--- config.mk ---
export PLATFORM = sky130hd
export DESIGN_NAME = pipe_code_combiner
export DESIGN_NICKNAME = d
export VERILOG_FILES = /design/src/rtl/pcc_pkg.sv /design/src/rtl/cc_delay.sv /design/src/rtl/cc_weigh.sv /design/src/rtl/cc_out_stage.sv /design/src/rtl/pipe_code_combiner.sv
export SDC_FILE = /design/constraint.sdc
export NUM_CORES = 1
export LEC_CHECK = 0
export ABC_AREA = 1
export CAP_MARGIN = 20
export CORE_MARGIN = 5
export CORE_UTILIZATION = 62
export DETAILED_ROUTE_END_ITERATION = 12
export DONT_BUFFER_PORTS = 1
export PLACE_DENSITY = 0.78
export SLEW_MARGIN = 20
export SYNTH_ARGS = -nofsm -noshare
export SYNTH_HDL_FRONTEND = slang
export SYNTH_SLANG_ARGS = --single-unit
--- constraint.sdc ---
create_clock -name clk -period 3.7 [get_ports clk]
set_input_delay 0.555 -clock clk [delete_from_list [all_inputs] [get_ports clk]]
set_output_delay 0.555 -clock clk [all_outputs]
set_load 0.03 [all_outputs]
--- src/rtl/pcc_pkg.sv ---
package pcc_pkg;

    // log2 of the interstage residue gain used by every stage but the last
    localparam int GAIN_BITS = 2;

    // Weight shift of stage idx (0 = first stage, n_mid+1 = flash)
    function automatic int stage_shift(input int idx, input int n_mid);
        return (n_mid + 1 - idx) * GAIN_BITS;
    endfunction

endpackage

--- src/rtl/cc_delay.sv ---
module cc_delay #(
    parameter int W     = 4,
    parameter int DEPTH = 1
) (
    input  logic         clk,
    input  logic         rst_n,
    input  logic [W-1:0] din,
    output logic [W-1:0] dout
);

    logic [W-1:0] tap_q [DEPTH];

    for (genvar k = 0; k < DEPTH; k++) begin : g_tap
        always_ff @(posedge clk or negedge rst_n) begin
            if (!rst_n) begin
                tap_q[k] <= '0;
            end else if (k == 0) begin
                tap_q[k] <= din;
            end else begin
                tap_q[k] <= tap_q[(k == 0) ? 0 : k-1];
            end
        end
    end

    assign dout = tap_q[DEPTH-1];

endmodule

--- src/rtl/cc_weigh.sv ---
module cc_weigh
    import pcc_pkg::*;
#(
    parameter int S0_W        = 5,
    parameter int MID_W       = 3,
    parameter int FL_W        = 3,
    parameter int DITH_W      = 7,
    parameter int NUM_MID     = 3,
    parameter int SUM_W       = 15,
    parameter int CODE_OFFSET = 512
) (
    input  logic [S0_W-1:0]               s0_code,
    input  logic [NUM_MID-1:0][MID_W-1:0] mid_code,
    input  logic [FL_W-1:0]               fl_code,
    input  logic [DITH_W-1:0]             dith_code,
    input  logic                          dith_en,
    output logic signed [SUM_W-1:0]       sum
);

    localparam int S0_SHIFT   = stage_shift(0, NUM_MID);
    localparam int DITH_SHIFT = S0_SHIFT - DITH_W;

    logic signed [SUM_W-1:0] acc;

    always_comb begin
        acc = $signed(SUM_W'(s0_code)) << S0_SHIFT;
        for (int j = 0; j < NUM_MID; j++) begin
            acc = acc + ($signed(SUM_W'(mid_code[j])) << stage_shift(j + 1, NUM_MID));
        end
        acc = acc + $signed(SUM_W'(fl_code));
        acc = acc - $signed(SUM_W'(CODE_OFFSET));
        if (dith_en) begin
            acc = acc - ($signed(SUM_W'(dith_code)) << DITH_SHIFT);
        end
        sum = acc;
    end

endmodule

--- src/rtl/cc_out_stage.sv ---
module cc_out_stage #(
    parameter int OUT_W = 12,
    parameter int SUM_W = 15
) (
    input  logic                    clk,
    input  logic                    rst_n,
    input  logic                    in_vld,
    input  logic signed [SUM_W-1:0] sum,
    output logic [OUT_W-1:0]        out_word,
    output logic                    out_vld
);

    localparam int TOP_INT = (1 << OUT_W) - 1;

    logic [OUT_W-1:0] clamped;

    always_comb begin
        if (sum < 0) begin
            clamped = '0;
        end else if (sum > $signed(SUM_W'(TOP_INT))) begin
            clamped = '1;
        end else begin
            clamped = sum[OUT_W-1:0];
        end
    end

    always_ff @(posedge clk or negedge rst_n) begin
        if (!rst_n) begin
            out_word <= '0;
            out_vld  <= 1'b0;
        end else begin
            out_vld <= in_vld;
            if (in_vld) begin
                out_word <= clamped;
            end
        end
    end

    // an overrange sum lands on the top code
    assert_clamp_hi_R6: assert property (@(posedge clk) disable iff (!rst_n)
        (in_vld && (sum > $signed(SUM_W'(TOP_INT)))) |=> (out_word == OUT_W'(TOP_INT)));

    // a negative sum lands on zero
    assert_clamp_lo_R7: assert property (@(posedge clk) disable iff (!rst_n)
        (in_vld && (sum < 0)) |=> (out_word == '0));

    // no update without a complete sample
    assert_hold_R9: assert property (@(posedge clk) disable iff (!rst_n)
        (!in_vld) |=> $stable(out_word));

endmodule

--- src/rtl/pipe_code_combiner.sv ---
module pipe_code_combiner
    import pcc_pkg::*;
#(
    parameter int S0_W        = 5,
    parameter int MID_W       = 3,
    parameter int FL_W        = 3,
    parameter int DITH_W      = 7,
    parameter int OUT_W       = 12,
    parameter int CODE_OFFSET = 512
) (
    input  logic              clk,
    input  logic              rst_n,
    input  logic [S0_W-1:0]   s0_code,
    input  logic              s0_vld,
    input  logic [MID_W-1:0]  s1_code,
    input  logic              s1_vld,
    input  logic [MID_W-1:0]  s2_code,
    input  logic              s2_vld,
    input  logic [MID_W-1:0]  s3_code,
    input  logic              s3_vld,
    input  logic [FL_W-1:0]   fl_code,
    input  logic              fl_vld,
    input  logic [DITH_W-1:0] dith_code,
    input  logic              dith_en,
    output logic [OUT_W-1:0]  out_word,
    output logic              out_vld
);

    localparam int NUM_MID  = 3;
    localparam int S0_SHIFT = stage_shift(0, NUM_MID);
    localparam int SUM_W    = S0_W + S0_SHIFT + 2;
    localparam int S0_LAT   = NUM_MID + 1;
    localparam int S0_BUS_W = S0_W + DITH_W + 2;

    // First stage plus dither travel together for S0_LAT cycles
    logic [S0_BUS_W-1:0] s0_bus_al;
    logic [S0_W-1:0]     s0_code_al;
    logic                s0_vld_al;
    logic [DITH_W-1:0]   dith_al;
    logic                dith_en_al;

    cc_delay #(.W(S0_BUS_W), .DEPTH(S0_LAT)) u_s0_dly (
        .clk  (clk),
        .rst_n(rst_n),
        .din  ({dith_en, dith_code, s0_vld, s0_code}),
        .dout (s0_bus_al)
    );

    assign {dith_en_al, dith_al, s0_vld_al, s0_code_al} = s0_bus_al;

    // Middle stages: stage j+1 waits NUM_MID-j cycles
    logic [NUM_MID-1:0][MID_W-1:0] mid_code_in;
    logic [NUM_MID-1:0]            mid_vld_in;
    logic [NUM_MID-1:0][MID_W-1:0] mid_code_al;
    logic [NUM_MID-1:0]            mid_vld_al;

    assign mid_code_in = {s3_code, s2_code, s1_code};
    assign mid_vld_in  = {s3_vld, s2_vld, s1_vld};

    for (genvar j = 0; j < NUM_MID; j++) begin : g_mid
        logic [MID_W:0] bus_al;
        cc_delay #(.W(MID_W + 1), .DEPTH(NUM_MID - j)) u_mid_dly (
            .clk  (clk),
            .rst_n(rst_n),
            .din  ({mid_vld_in[j], mid_code_in[j]}),
            .dout (bus_al)
        );
        assign mid_code_al[j] = bus_al[MID_W-1:0];
        assign mid_vld_al[j]  = bus_al[MID_W];
    end

    // Flash is the last arrival and needs no delay
    logic all_vld;
    assign all_vld = s0_vld_al & (&mid_vld_al) & fl_vld;

    logic signed [SUM_W-1:0] sum;

    cc_weigh #(
        .S0_W       (S0_W),
        .MID_W      (MID_W),
        .FL_W       (FL_W),
        .DITH_W     (DITH_W),
        .NUM_MID    (NUM_MID),
        .SUM_W      (SUM_W),
        .CODE_OFFSET(CODE_OFFSET)
    ) u_weigh (
        .s0_code  (s0_code_al),
        .mid_code (mid_code_al),
        .fl_code  (fl_code),
        .dith_code(dith_al),
        .dith_en  (dith_en_al),
        .sum      (sum)
    );

    cc_out_stage #(.OUT_W(OUT_W), .SUM_W(SUM_W)) u_out (
        .clk     (clk),
        .rst_n   (rst_n),
        .in_vld  (all_vld),
        .sum     (sum),
        .out_word(out_word),
        .out_vld (out_vld)
    );

    // every output traces back to a first-stage strobe S0_LAT+1 edges earlier
    assert_latency_R3: assert property (@(posedge clk) disable iff (!rst_n)
        out_vld |-> $past(s0_vld, 5));

    // a missing flash strobe kills the slot
    assert_flash_gate_R8: assert property (@(posedge clk) disable iff (!rst_n)
        (!fl_vld) |=> (!out_vld));

endmodule

==> results by group, run 1 <==
Synth
  • Register bit total from synthesis: 93
  • Post-synth ARST share: 1.000
  • Number of synthesized flops with an enable pin: 0
  • Post-synthesis instance total: between 300 and 400
  • Primary FF master, synth: dfrtp_1
  • Most numerous cell in the Yosys netlist: dfrtp_1
  • Syn Area/Cell: 11.32 sq um
  • Area fraction of the dominant cell type after synthesis: 0.6447
  • Synth cell types: 28
  • Cell area after synthesis: 3610 sq um
  • Leading area contributor after synthesis: dfrtp_1
  • Yosys warns: 0
  • Syn nets: around 370
  • Synth top area cells: dfrtp_1 (64%), nand2_1 (8.4%), ha_1 (4.5%)
  • Synth cell count leaders: dfrtp_1 (93), nand2_1 (81), inv_1 (30), nand3_1 (14), ha_1 (13)
  • Sequential share of the synthesized area: 0.6447

Worst setup path
  • Required @ worst endpoint: between 3 and 4 ns
  • CP arrival: 3.42 ns
  • Worst path cell trace: ha_1, nand3_1, nand2_2, a31oi_1, xor2_1, ha_1, nand2_1, nor3_1, nand2_1, nand4_1, nor2_8, nand2_2, nor2_2, nor3_2, o21ai_1, nand2_1
  • CP Capture Type: flop
  • Worst path bufs/invs: 0
  • WS Path Type: reg2reg
  • Most used cell, CP: nand2_1
  • Delay-heaviest family, CP: simple AND/OR/NAND/NOR gates
  • Setup crit start kind: flop
  • Slowest CP cell: nor3_2
  • CP max stage delay: 0.53 ns
  • Worst Path Max Fanout: 12

Clock network
  • Hold Buf Count CTS: 1
  • CTS max path bufs: 2
  • Worst skew pair latency: approximately 0.36 ns
  • Root Buffer: clkbuf_8
  • H-tree depth: 3
  • Setup Buffers After CTS: 0
  • TritonCTS Sinks: 93
  • Num CTS Buffers: 9
  • Clock-pin slew on the worst setup and hold paths: 0.09 ns
  • TritonCTS clock tree: yes
  • # resized after CTS: 0

Global routing
  • Grt ovf: 0
  • Vias in the first global route: 2051
  • First-pass GRT wire length: 9273 microns
  • Pin count of the biggest net entering global routing: 94
  • Gr usage total: 0.1652
  • Initial antenna violation count: 0

STA
  • Worst slew pin tran: between 0.6 and 0.7 ns
  • Fmax achieved: about 320 MHz
  • Final period util: 0.8449
  • Final Worst Setup Slack: 0.5738 ns
  • Final min period: 3.126 ns
  • Fin Hold WS: 0.1097 ns
  • Normalized max-slew margin: 0.5320
  • Final slew viol count: 0
  • Clock Skew: 0.01072 ns
  • Setup TNS: 0 ns
  • Final Hold Vio Count: 0
  • RSZ-0062 raised after global routing: no
  • Final Setup Violations: 0

Place
  • Post-Place Setup Slack: 0.4757 ns
  • Post-DP Area: 3681 sq um
  • Port Buffers: 0
  • Gpl congestion: about 0.78
  • Dpl hpwl: between 3000 and 4000 microns

Detailed routing
  • Iter 0 DRT Violations: 95
  • TritonRoute pass-1 iters: 4
  • ANT nets after route: 0
  • Wirelength per Cell: 13.12 microns
  • Via count: 2026
  • DRC viols: 0
  • Routed vias/inst: approximately 5.0
  • Detailed Route WL: ~5300 microns

Final layout
  • N_diodes: 0
  • Share of post-route cells with drive strength above 1: 0.1532
  • Final design utilization: 0.6981
  • Area growth syn-to-layout: 7.799%
  • FILL cells: around 370
  • Final #Nets: 374
  • Design area: roughly 3900 sq um

Floorplanning
  • Die X: 86.30 microns
  • Core Rows: 27
  • Chip height: between 80 and 90 microns
  • Core area: around 5600 sq um
  • I/O pin cnt: 45
  • Starting density of the core: 0.6476
  • Die ar.: between 7000 and 8000 sq um

Flow run
  • Max-cap viol count: 0

Status
  • Outcome: complete, no violations

Power
  • Pwr dens: 537.1 nW/um^2
  • P_leak: 0.001955 uW
  • Maximum VDD drop: 381.4 uV

Hold path
  • Hold Path Class: in2async
-- where the power goes --
part           internal (uW)  total [uW]  leakage [uW]  switching [uW]
registers               1090        1210       0.00109             118
logic                   95.7         262      0.000774             167
clock network            269         615     0.0000866             347
-- stage by stage --
step	total power, uW	std cells
after detailed placement	1475	388
after global placement	1461	388
after CTS	2119	405
after floorplan	1425	319
final	2090	405
after global routing	2214	405
-- layer usage --
metal / vias up / track usage / part of all wire
met4: 0 / 0.07507 / 0.025
met1: 938 / 0.1992 / 0.42
li1: 1018 / - / -
met2: 58 / 0.2684 / 0.49
met5: - / 0 / 0
met3: 12 / 0.05798 / 0.066
-- cell type report --
class                   count  area [sq um]  share of cell area
clock buffers              11         141.4             0.03633
multi-input cells         190          1140              0.2929
repair buffers              1         27.53            0.007074
inverters                  33         123.9             0.03183
clock inverters             5         41.29             0.01061
well taps                  72         90.09             0.02315
flip-flops and latches     93          2327              0.5981
-- layout by cell type (no fill, tap or decap), types with 3 or more instances in the layout --
| cell | n |
|---|---|
| o21ai_0 | 7 |
| nand2_4 | 7 |
| nand2_1 | 81 |
| xor2_1 | 11 |
| o21ai_2 | 3 |
| a21oi_1 | 5 |
| dfrtp_1 | 93 |
| nand3_1 | 14 |
| nor2_1 | 10 |
| nand4_1 | 5 |
| nor2_2 | 4 |
| inv_1 | 30 |
| ha_1 | 13 |
| clkbuf_8 | 10 |
| nand2_2 | 10 |
| nand3_2 | 4 |
| inv_2 | 3 |
-- cells by family after synthesis --
family	count (synthesis)	synth area share
flops	93	0.6447
fa+ha+maj	14	0.05061
compound gates	20	0.03224
xor+xnor	13	0.03154
simple gates	143	0.2014
buf+inv	36	0.03952
-- registers in the layout (all words and copies together), names as in the netlist --
register,flops
g_mid.u_mid_dly.tap_q,12
g_mid.u_mid_dly.dout,12
u_out.out_vld,1
u_s0_dly.dout,14
u_s0_dly.tap_q,42
u_out.out_word,12
-- worst paths after layout --
path,start,end,slack [ns],depth (start not counted)
max in group asynchronous,rst_n,u_out.out_word[8]$_DFFE_PN0P_,3.27,1
setup reg to reg,g_mid[1].u_mid_dly.dout[0]$_DFF_PN0_,u_out.out_word[11]$_DFFE_PN0P_,0.57,16
setup / recovery,g_mid[1].u_mid_dly.dout[0]$_DFF_PN0_,u_out.out_word[11]$_DFFE_PN0P_,0.57,16
hold / removal,rst_n,u_s0_dly.tap_q[24]$_DFF_PN0_,0.11,1
hold reg to reg,g_mid[1].u_mid_dly.tap_q[7]$_DFF_PN0_,g_mid[1].u_mid_dly.dout[3]$_DFF_PN0_,0.34,0
min in group clk,s0_code[0],u_s0_dly.tap_q[42]$_DFF_PN0_,0.22,0
-- worst reg2reg max path: cells and delay by family (launching register included) --
kind	cells	cell delay, ns
xor+xnor	1	0.16
fa+ha+maj	2	0.70
flops	1	0.40
simple gates	11	1.54
compound gates	2	0.25
No activity file was read; power rests on OpenSTA's default activity.
==> run 2: changes to the inputs <==
--- a/config.mk
+++ b/config.mk
@@ -5,7 +5,7 @@
 export SDC_FILE = /design/constraint.sdc
 export NUM_CORES = 1
 export LEC_CHECK = 0
-export ABC_AREA = 1
+export ABC_AREA = 0
 export CAP_MARGIN = 20
 export CORE_MARGIN = 5
 export CORE_UTILIZATION = 62
==> constraint.sdc (replaced) <==
create_clock -name clk -period 3.3 [get_ports clk]
set_input_delay 0.495 -clock clk [delete_from_list [all_inputs] [get_ports clk]]
set_output_delay 0.495 -clock clk [all_outputs]
set_load 0.03 [all_outputs]
==> results by group, run 2 <==
Status
  • Outcome: complete, no violations

Clock network
  • CTS max path bufs: 2 (unchanged)
  • Clock-pin slew on the worst setup and hold paths: 0.09 ns (about the same)
  • Root Buffer: clkbuf_8
  • H-tree depth: 3 (unchanged)
  • TritonCTS clock tree: yes
  • Worst skew pair latency: 0.34 ns (-0.02 ns)
  • # resized after CTS: 0 (unchanged)
  • TritonCTS Sinks: 93 (unchanged)
  • Num CTS Buffers: 9 (unchanged)

STA
  • Final slew viol count: 0 (unchanged)
  • RSZ-0062 raised after global routing: no
  • Setup TNS: 0 ns (unchanged)
  • Final Worst Setup Slack: 0.3097 ns (-0.2641 ns)
  • Clock Skew: 0.008885 ns (-0.001832 ns)
  • Final Hold Vio Count: 0 (unchanged)
  • Fmax achieved: 334.4 MHz (+4.5%)
  • Normalized max-slew margin: 0.5214 (-0.01069)
  • Final period util: 0.9062 (+0.06125)
  • Final Setup Violations: 0 (unchanged)
  • Final min period: 2.990 ns (-0.1359 ns)
  • Worst slew pin tran: 0.7160 ns (+0.01783 ns)

Detailed routing
  • Iter 0 DRT Violations: 29 (-69%)
  • DRC viols: 0 (unchanged)
  • Detailed Route WL: 4897 microns (-7.8%)
  • Via count: 1772 (-13%)
  • Wirelength per Cell: 14.93 microns (+14%)
  • Routed vias/inst: 5.402 (+8.0%)
  • TritonRoute pass-1 iters: 4 (unchanged)
  • ANT nets after route: 0 (unchanged)

Worst setup path
  • Most used cell, CP: ha_1
  • CP arrival: 3.22 ns (-0.20 ns)
  • Reg-to-reg endpoint: u_out.out_word[0]$_DFFE_PN0P_
  • WS Path Type: reg2reg
  • CP Capture Type: flop
  • Setup crit start kind: flop
  • Worst Setup EP: u_out.out_word[0]$_DFFE_PN0P_
  • Reg2Reg Setup Slack: 0.31 ns (-0.26 ns)
  • CP max stage delay: 0.38 ns (-0.15 ns)
  • Slowest CP cell: dfrtp_1
  • Worst Path Max Fanout: 11 (-1)
  • Reg2reg path depth: 11 (-5)
  • Worst path cell trace: ha_1, a31oi_1, o21bai_1, xor2_1, ha_1, nor2_1, nand4b_2, nor2_2, a41oi_4, a22oi_1, o21ai_1
  • Critical path origin: g_mid[2].u_mid_dly.dout[2]$_DFF_PN0_
  • RR Startpoint: g_mid[2].u_mid_dly.dout[2]$_DFF_PN0_
  • Required @ worst endpoint: 3.53 ns (-0.46 ns)

Power
  • Maximum VDD drop: 404.0 uV (+5.9%)
  • Total Power: 2410 uW (+15%)
  • P_leak: 0.001698 uW (-13%)
  • Pwr dens: 629.9 nW/um^2 (+17%)

Final layout
  • Commonest non-fill, non-tap cell in the layout: dfrtp_1
  • Share of post-route cells with drive strength above 1: 0.1797 (+0.02653)
  • Most frequent cells in the layout: dfrtp_1 (93), nand2_1 (13), ha_1 (13)
  • Post-route insts no fill: 328 (-19%)
  • Area growth syn-to-layout: 7.828% (about the same)
  • Max reg flops: 42 (unchanged)
  • Final #Nets: 297 (-21%)
  • FILL cells: 368 (-0.27%)
  • Most flops, register: u_s0_dly.tap_q
  • N_diodes: 0 (unchanged)

Global routing
  • Grt ovf: 0 (unchanged)
  • First-pass GRT wire length: 8335 microns (-10%)
  • Initial antenna violation count: 0 (unchanged)
  • Pin count of the biggest net entering global routing: 94 (unchanged)
  • Vias in the first global route: 1856 (-9.5%)
  • Gr usage total: 0.1461 (-0.01911)

Synth
  • Synth top area cells: dfrtp_1 (66%), ha_1 (4.6%), a22oi_2 (2.5%)
  • Sequential share of the synthesized area: 0.6559 (+0.01114)
  • Post-synth ARST share: 1.000 (unchanged)
  • Synth cell count leaders: dfrtp_1 (93), ha_1 (13), nand2_1 (13), o21ai_1 (12), inv_1 (11)
  • Syn Area/Cell: 14.60 sq um (+29%)
  • Synth cell types: 52 (+86%)
  • Number of synthesized flops with an enable pin: 0 (unchanged)
  • Syn nets: 289 (-21%)
  • Primary FF master, synth: dfrtp_1
  • Register bit total from synthesis: 93 (unchanged)
  • Most numerous cell in the Yosys netlist: dfrtp_1
  • Post-synthesis instance total: 243 (-24%)
  • Cell area after synthesis: 3548 sq um (-1.7%)
  • Area fraction of the dominant cell type after synthesis: 0.6559 (+0.01114)
  • Leading area contributor after synthesis: dfrtp_1
  • Yosys warns: 0 (unchanged)

Floorplanning
  • Core area: 5540 sq um (-0.61%)
  • Die X: 85.65 microns (-0.75%)
  • Starting density of the core: 0.6405 (-0.007117)
  • Core Rows: 27 (unchanged)
  • Die ar.: 7336 sq um (-1.5%)
  • I/O pin cnt: 45 (unchanged)
  • Chip height: 85.65 microns (-0.75%)

Place
  • Post-Place Setup Slack: 0.2563 ns (-0.2194 ns)
  • Port Buffers: 0 (unchanged)
  • Placed Cells: 311 (-20%)
  • Dpl hpwl: 3576 microns (-1.5%)
  • Gpl congestion: 0.9000 (+15%)

Hold path
  • Hold Path Class: in2async

Flow run
  • Max-cap viol count: 0 (unchanged)
[run 2: changes by cell type after synthesis, moves of 5 or more]
cell	delta
a22oi_2	+7
inv_1	-19
nand3_1	-10
nand2_2	-10
xnor2_1	+7
o21ai_1	+10
nand2_4	-7
nand2_1	-68
o21ai_0	-5
[run 2: cell type report]
type / instances / area [sq um] / share of cell area
multi-input cells: 135 / 1150 / 0.3005
inverters: 11 / 41.29 / 0.01079
clock inverters: 6 / 52.55 / 0.01373
flip-flops and latches: 93 / 2327 / 0.6082
well taps: 72 / 90.09 / 0.02354
repair buffers: 1 / 27.53 / 0.007194
clock buffers: 10 / 137.6 / 0.03597
[run 2: worst min path at each step]
stage                                                 endpoint   from  slack, ns
final                               u_s0_dly.dout[6]$_DFF_PN0_  rst_n       0.05
after global routing                u_s0_dly.dout[6]$_DFF_PN0_  rst_n       0.07
after CTS                           u_s0_dly.dout[6]$_DFF_PN0_  rst_n       0.04
after detailed placement            u_s0_dly.dout[6]$_DFF_PN0_  rst_n       0.20
after global placement              u_s0_dly.dout[6]$_DFF_PN0_  rst_n       0.20
after floorplan           g_mid[0].u_mid_dly.dout[0]$_DFF_PN0_  rst_n       0.20
[run 2: where the power goes]
group	leakage [uW]	internal (uW)	switching, uW
combinational	0.000510	148	173
sequential	0.00109	1230	156
clock	0.0000971	309	390
total	0.00170	1690	720
[run 2: layer usage]
layer  up-vias  routed length (microns)  global-route usage
met5         -                        0                   0
met4         0                       54             0.06187
met3         6                      414             0.06820
met2        58                     2294              0.2210
met1       853                     2134              0.1815
li1        855                        -                   -
[run 2: cells by family after synthesis]
family / count (synthesis) / synth area share
buf+inv: 15 / 0.02010
fa+ha+maj: 14 / 0.05148
xor+xnor: 21 / 0.06030
compound gates: 50 / 0.1213
flops: 93 / 0.6559
mux: 4 / 0.01269
simple gates: 46 / 0.07829
[run 2: timing repair]
item                                    CTS  global route
endpoints found under the hold margin    93             0
buffers inserted                          0             0
endpoints found under the setup margin    0             0
hold buffers                              1             0
[run 2: worst max-delay path, delay by kind of cell, from the launching register on]
family | cells | cell delay [ns]
XOR/XNOR | 1 | 0.18
AO/OA/AOI/OAI | 5 | 1.06
adder cells (fa/ha/maj) | 2 | 0.55
AND/OR/NAND/NOR | 3 | 0.70
flip-flops | 1 | 0.38
[run 2: stage by stage]
step	hold WS, ns	instance area [sq um]	utilization
CTS	0.04499	3826	0.6906
global placement	0.2016	3608	0.6513
floorplan	0.1994	3548	-
global route	0.06572	3826	0.6906
finish	0.04750	3826	0.6906
detailed placement	0.2021	3608	0.6513
==> run 3: changes to the inputs <==
--- a/config.mk
+++ b/config.mk
@@ -6,12 +6,12 @@
 export NUM_CORES = 1
 export LEC_CHECK = 0
 export ABC_AREA = 0
+export BUFFER_PORTS_ARGS = -buffer_cell sky130_fd_sc_hd__clkbuf_2
 export CAP_MARGIN = 20
-export CORE_MARGIN = 5
-export CORE_UTILIZATION = 62
+export CORE_MARGIN = 2
+export CORE_UTILIZATION = 57
 export DETAILED_ROUTE_END_ITERATION = 12
-export DONT_BUFFER_PORTS = 1
-export PLACE_DENSITY = 0.78
+export PLACE_DENSITY = 0.79
 export SLEW_MARGIN = 20
 export SYNTH_ARGS = -nofsm -noshare
 export SYNTH_HDL_FRONTEND = slang
==> constraint.sdc (replaced) <==
create_clock -name clk -period 3.4 [get_ports clk]
set_input_delay 0.51 -clock clk [delete_from_list [all_inputs] [get_ports clk]]
set_output_delay 0.51 -clock clk [all_outputs]
set_load 0.03 [all_outputs]
==> results by group, run 3 (synthesized netlist as in run 2, its figures left out) <==
Clock network
  • Root Buffer: clkbuf_8
  • CTS max path bufs: 2 (unchanged)
  • Clock-pin slew on the worst setup and hold paths: 0.09 ns (about the same)
  • TritonCTS clock tree: yes
  • TritonCTS Sinks: 93 (unchanged)
  • H-tree depth: 3 (unchanged)
  • Hold Buf Count CTS: 0 (-1)
  • # resized after CTS: 0 (unchanged)
  • Worst skew pair latency: 0.35 ns (about the same)
  • Num CTS Buffers: 9 (unchanged)
  • Setup Buffers After CTS: 0 (unchanged)

STA
  • Fmax achieved: 331.9 MHz (-0.75%)
  • Normalized max-slew margin: 0.5792 (+0.05782)
  • Final min period: 3.013 ns (+0.02264 ns)
  • Final Hold Vio Count: 0 (unchanged)
  • RSZ-0062 raised after global routing: no
  • Setup TNS: 0 ns (unchanged)
  • Final period util: 0.8862 (-0.01999)
  • Final slew viol count: 0 (unchanged)
  • Fin Hold WS: 0.1756 ns (+0.1281 ns)
  • Clock Skew: 0.01190 ns (+0.003015 ns)
  • Worst slew pin tran: 0.6312 ns (-0.08472 ns)
  • Final Setup Violations: 0 (unchanged)

Worst setup path
  • RR Startpoint: g_mid[2].u_mid_dly.dout[2]$_DFF_PN0_
  • CP arrival: 3.29 ns (+0.07 ns)
  • CP max stage delay: 0.38 ns (about the same)
  • Worst Path Max Fanout: 10 (-1)
  • Slowest CP cell: dfrtp_1
  • Critical path origin: g_mid[2].u_mid_dly.dout[2]$_DFF_PN0_
  • WS Path Type: reg2reg
  • Setup crit start kind: flop
  • CP Capture Type: flop
  • Required @ worst endpoint: 3.67 ns (+0.14 ns)
  • Worst path cell trace: ha_1, a31oi_1, xnor2_1, ha_1, o21ai_1, a21oi_1, o21a_1, nor2_1, nor2_1, o311ai_2, nand3_4, o21ai_1

Power
  • Pwr dens: 605.3 nW/um^2 (-3.9%)
  • P_leak: 0.001889 uW (+11%)
  • Maximum VDD drop: 521.2 uV (+29%)

Final layout
  • Final design utilization: 0.6824 (-0.008252)
  • Max reg flops: 42 (unchanged)
  • Design area: 4064 sq um (+6.2%)
  • Area growth syn-to-layout: 14.53%
  • Seq. cell area: 2327 sq um (unchanged)
  • FILL cells: 423 (+15%)
  • Area occupied by multi-input gates: 1150 sq um (unchanged)
  • Share of post-route cells with drive strength above 1: 0.3023 (+0.1226)
  • N_diodes: 0 (unchanged)
  • Most frequent cells in the layout: dfrtp_1 (93), clkbuf_2 (43), nand2_1 (13), ha_1 (13), o21ai_1 (12)
  • Final #Nets: 343 (+15%)
  • Commonest non-fill, non-tap cell in the layout: dfrtp_1
  • Most flops, register: u_s0_dly.tap_q

Flow run
  • Max-cap viol count: 0 (unchanged)

Detailed routing
  • Iter 0 DRT Violations: 34 (+17%)
  • DRC viols: 0 (unchanged)
  • Via count: 1945 (+9.8%)
  • Detailed Route WL: 5089 microns (+3.9%)
  • TritonRoute pass-1 iters: 5 (+1)
  • Wirelength per Cell: 13.53 microns (-9.3%)
  • Routed vias/inst: 5.173 (-4.2%)
  • ANT nets after route: 0 (unchanged)

Global routing
  • Initial antenna violation count: 0 (unchanged)
  • Grt ovf: 0 (unchanged)
  • Vias in the first global route: 1974 (+6.4%)
  • First-pass GRT wire length: 8963 microns (+7.5%)
  • Pin count of the biggest net entering global routing: 55 (-41%)
  • Gr usage total: 0.1648 (+0.01870)

Status
  • Outcome: complete, no violations

Floorplanning
  • I/O pin cnt: 45 (unchanged)
  • Core Rows: 28 (+3.7%)
  • Die ar.: 6872 sq um (-6.3%)
  • Core area: 5956 sq um (+7.5%)
  • Starting density of the core: 0.5958 (-0.04467)
  • Chip height: 82.90 microns (-3.2%)
  • Die X: 82.90 microns (-3.2%)

Place
  • Gpl congestion: 0.8070 (-10%)
  • Dpl hpwl: 3700 microns (+3.5%)
  • Port Buffers: 44 (+44)
  • Post-DP Area: 3857 sq um (+6.9%)

Hold path
  • Hold Path Class: in2async
==> run 3: cell count changes in the layout (fill, tap and decap cells not counted) <==
cell,previous run,this run
clkbuf_8,10,11
inv_6,2,1
clkinv_2,1,0
bufinv_16,0,1
clkbuf_2,0,43
buf_4,0,4
inv_8,2,0
clkinv_4,0,1
buf_16,1,0
==> run 3: critical path: cells and delay by family (launching register included) <==
| kind | cells | cell delay (ns) |
|---|---|---|
| AO/OA/AOI/OAI | 6 | 1.22 |
| XOR/XNOR | 1 | 0.20 |
| adder cells (fa/ha/maj) | 2 | 0.69 |
| flip-flops | 1 | 0.38 |
| AND/OR/NAND/NOR | 3 | 0.45 |
==> run 3: cell type report <==
class | instances | area share
Clock buffer | 11 | 0.03725
Timing Repair Buffer | 47 | 0.06034
Multi-Input combinational cell | 135 | 0.2829
Inverter | 11 | 0.01016
Sequential cell | 93 | 0.5727
Tap cell | 75 | 0.02309
Clock inverter | 4 | 0.01355
==> run 3: report_power, final <==
part           internal [uW]  switching (uW)
clock                    380             359
combinational            185             288
sequential              1200            48.6
==> run 3: routing by layer <==
metal	part of all wire	vias to the layer above	GRT usage
met3	0.050	9	0.04771
li1	-	947	-
met1	0.44	938	0.2142
met2	0.49	51	0.2691
met4	0.014	0	0.05365
met5	0	-	0
==> run 3: through the flow <==
stage          total power (uW)  instances  setup slack (ns)
2_1_floorplan              1606        243            0.6568
3_3_place_gp               1728        361            0.3184
3_5_place_dp               1747        361            0.2632
4_1_cts                    2492        376            0.3946
5_1_grt                    2589        376            0.1710
6_report                   2460        376            0.3870
==> run 3: path summary, 6_finish.rpt <==
path | end | slack [ns] | cells past startpoint
hold reg to reg | u_s0_dly.dout[9]$_DFF_PN0_ | 0.34 | 0
setup / recovery | u_out.out_word[1]$_DFFE_PN0P_ | 0.39 | 12
setup reg to reg | u_out.out_word[1]$_DFFE_PN0P_ | 0.39 | 12
max in group asynchronous | u_s0_dly.tap_q[14]$_DFF_PN0_ | 2.50 | 2
min in group clk | u_s0_dly.tap_q[48]$_DFF_PN0_ | 0.26 | 1
hold / removal | u_out.out_word[2]$_DFFE_PN0P_ | 0.18 | 1
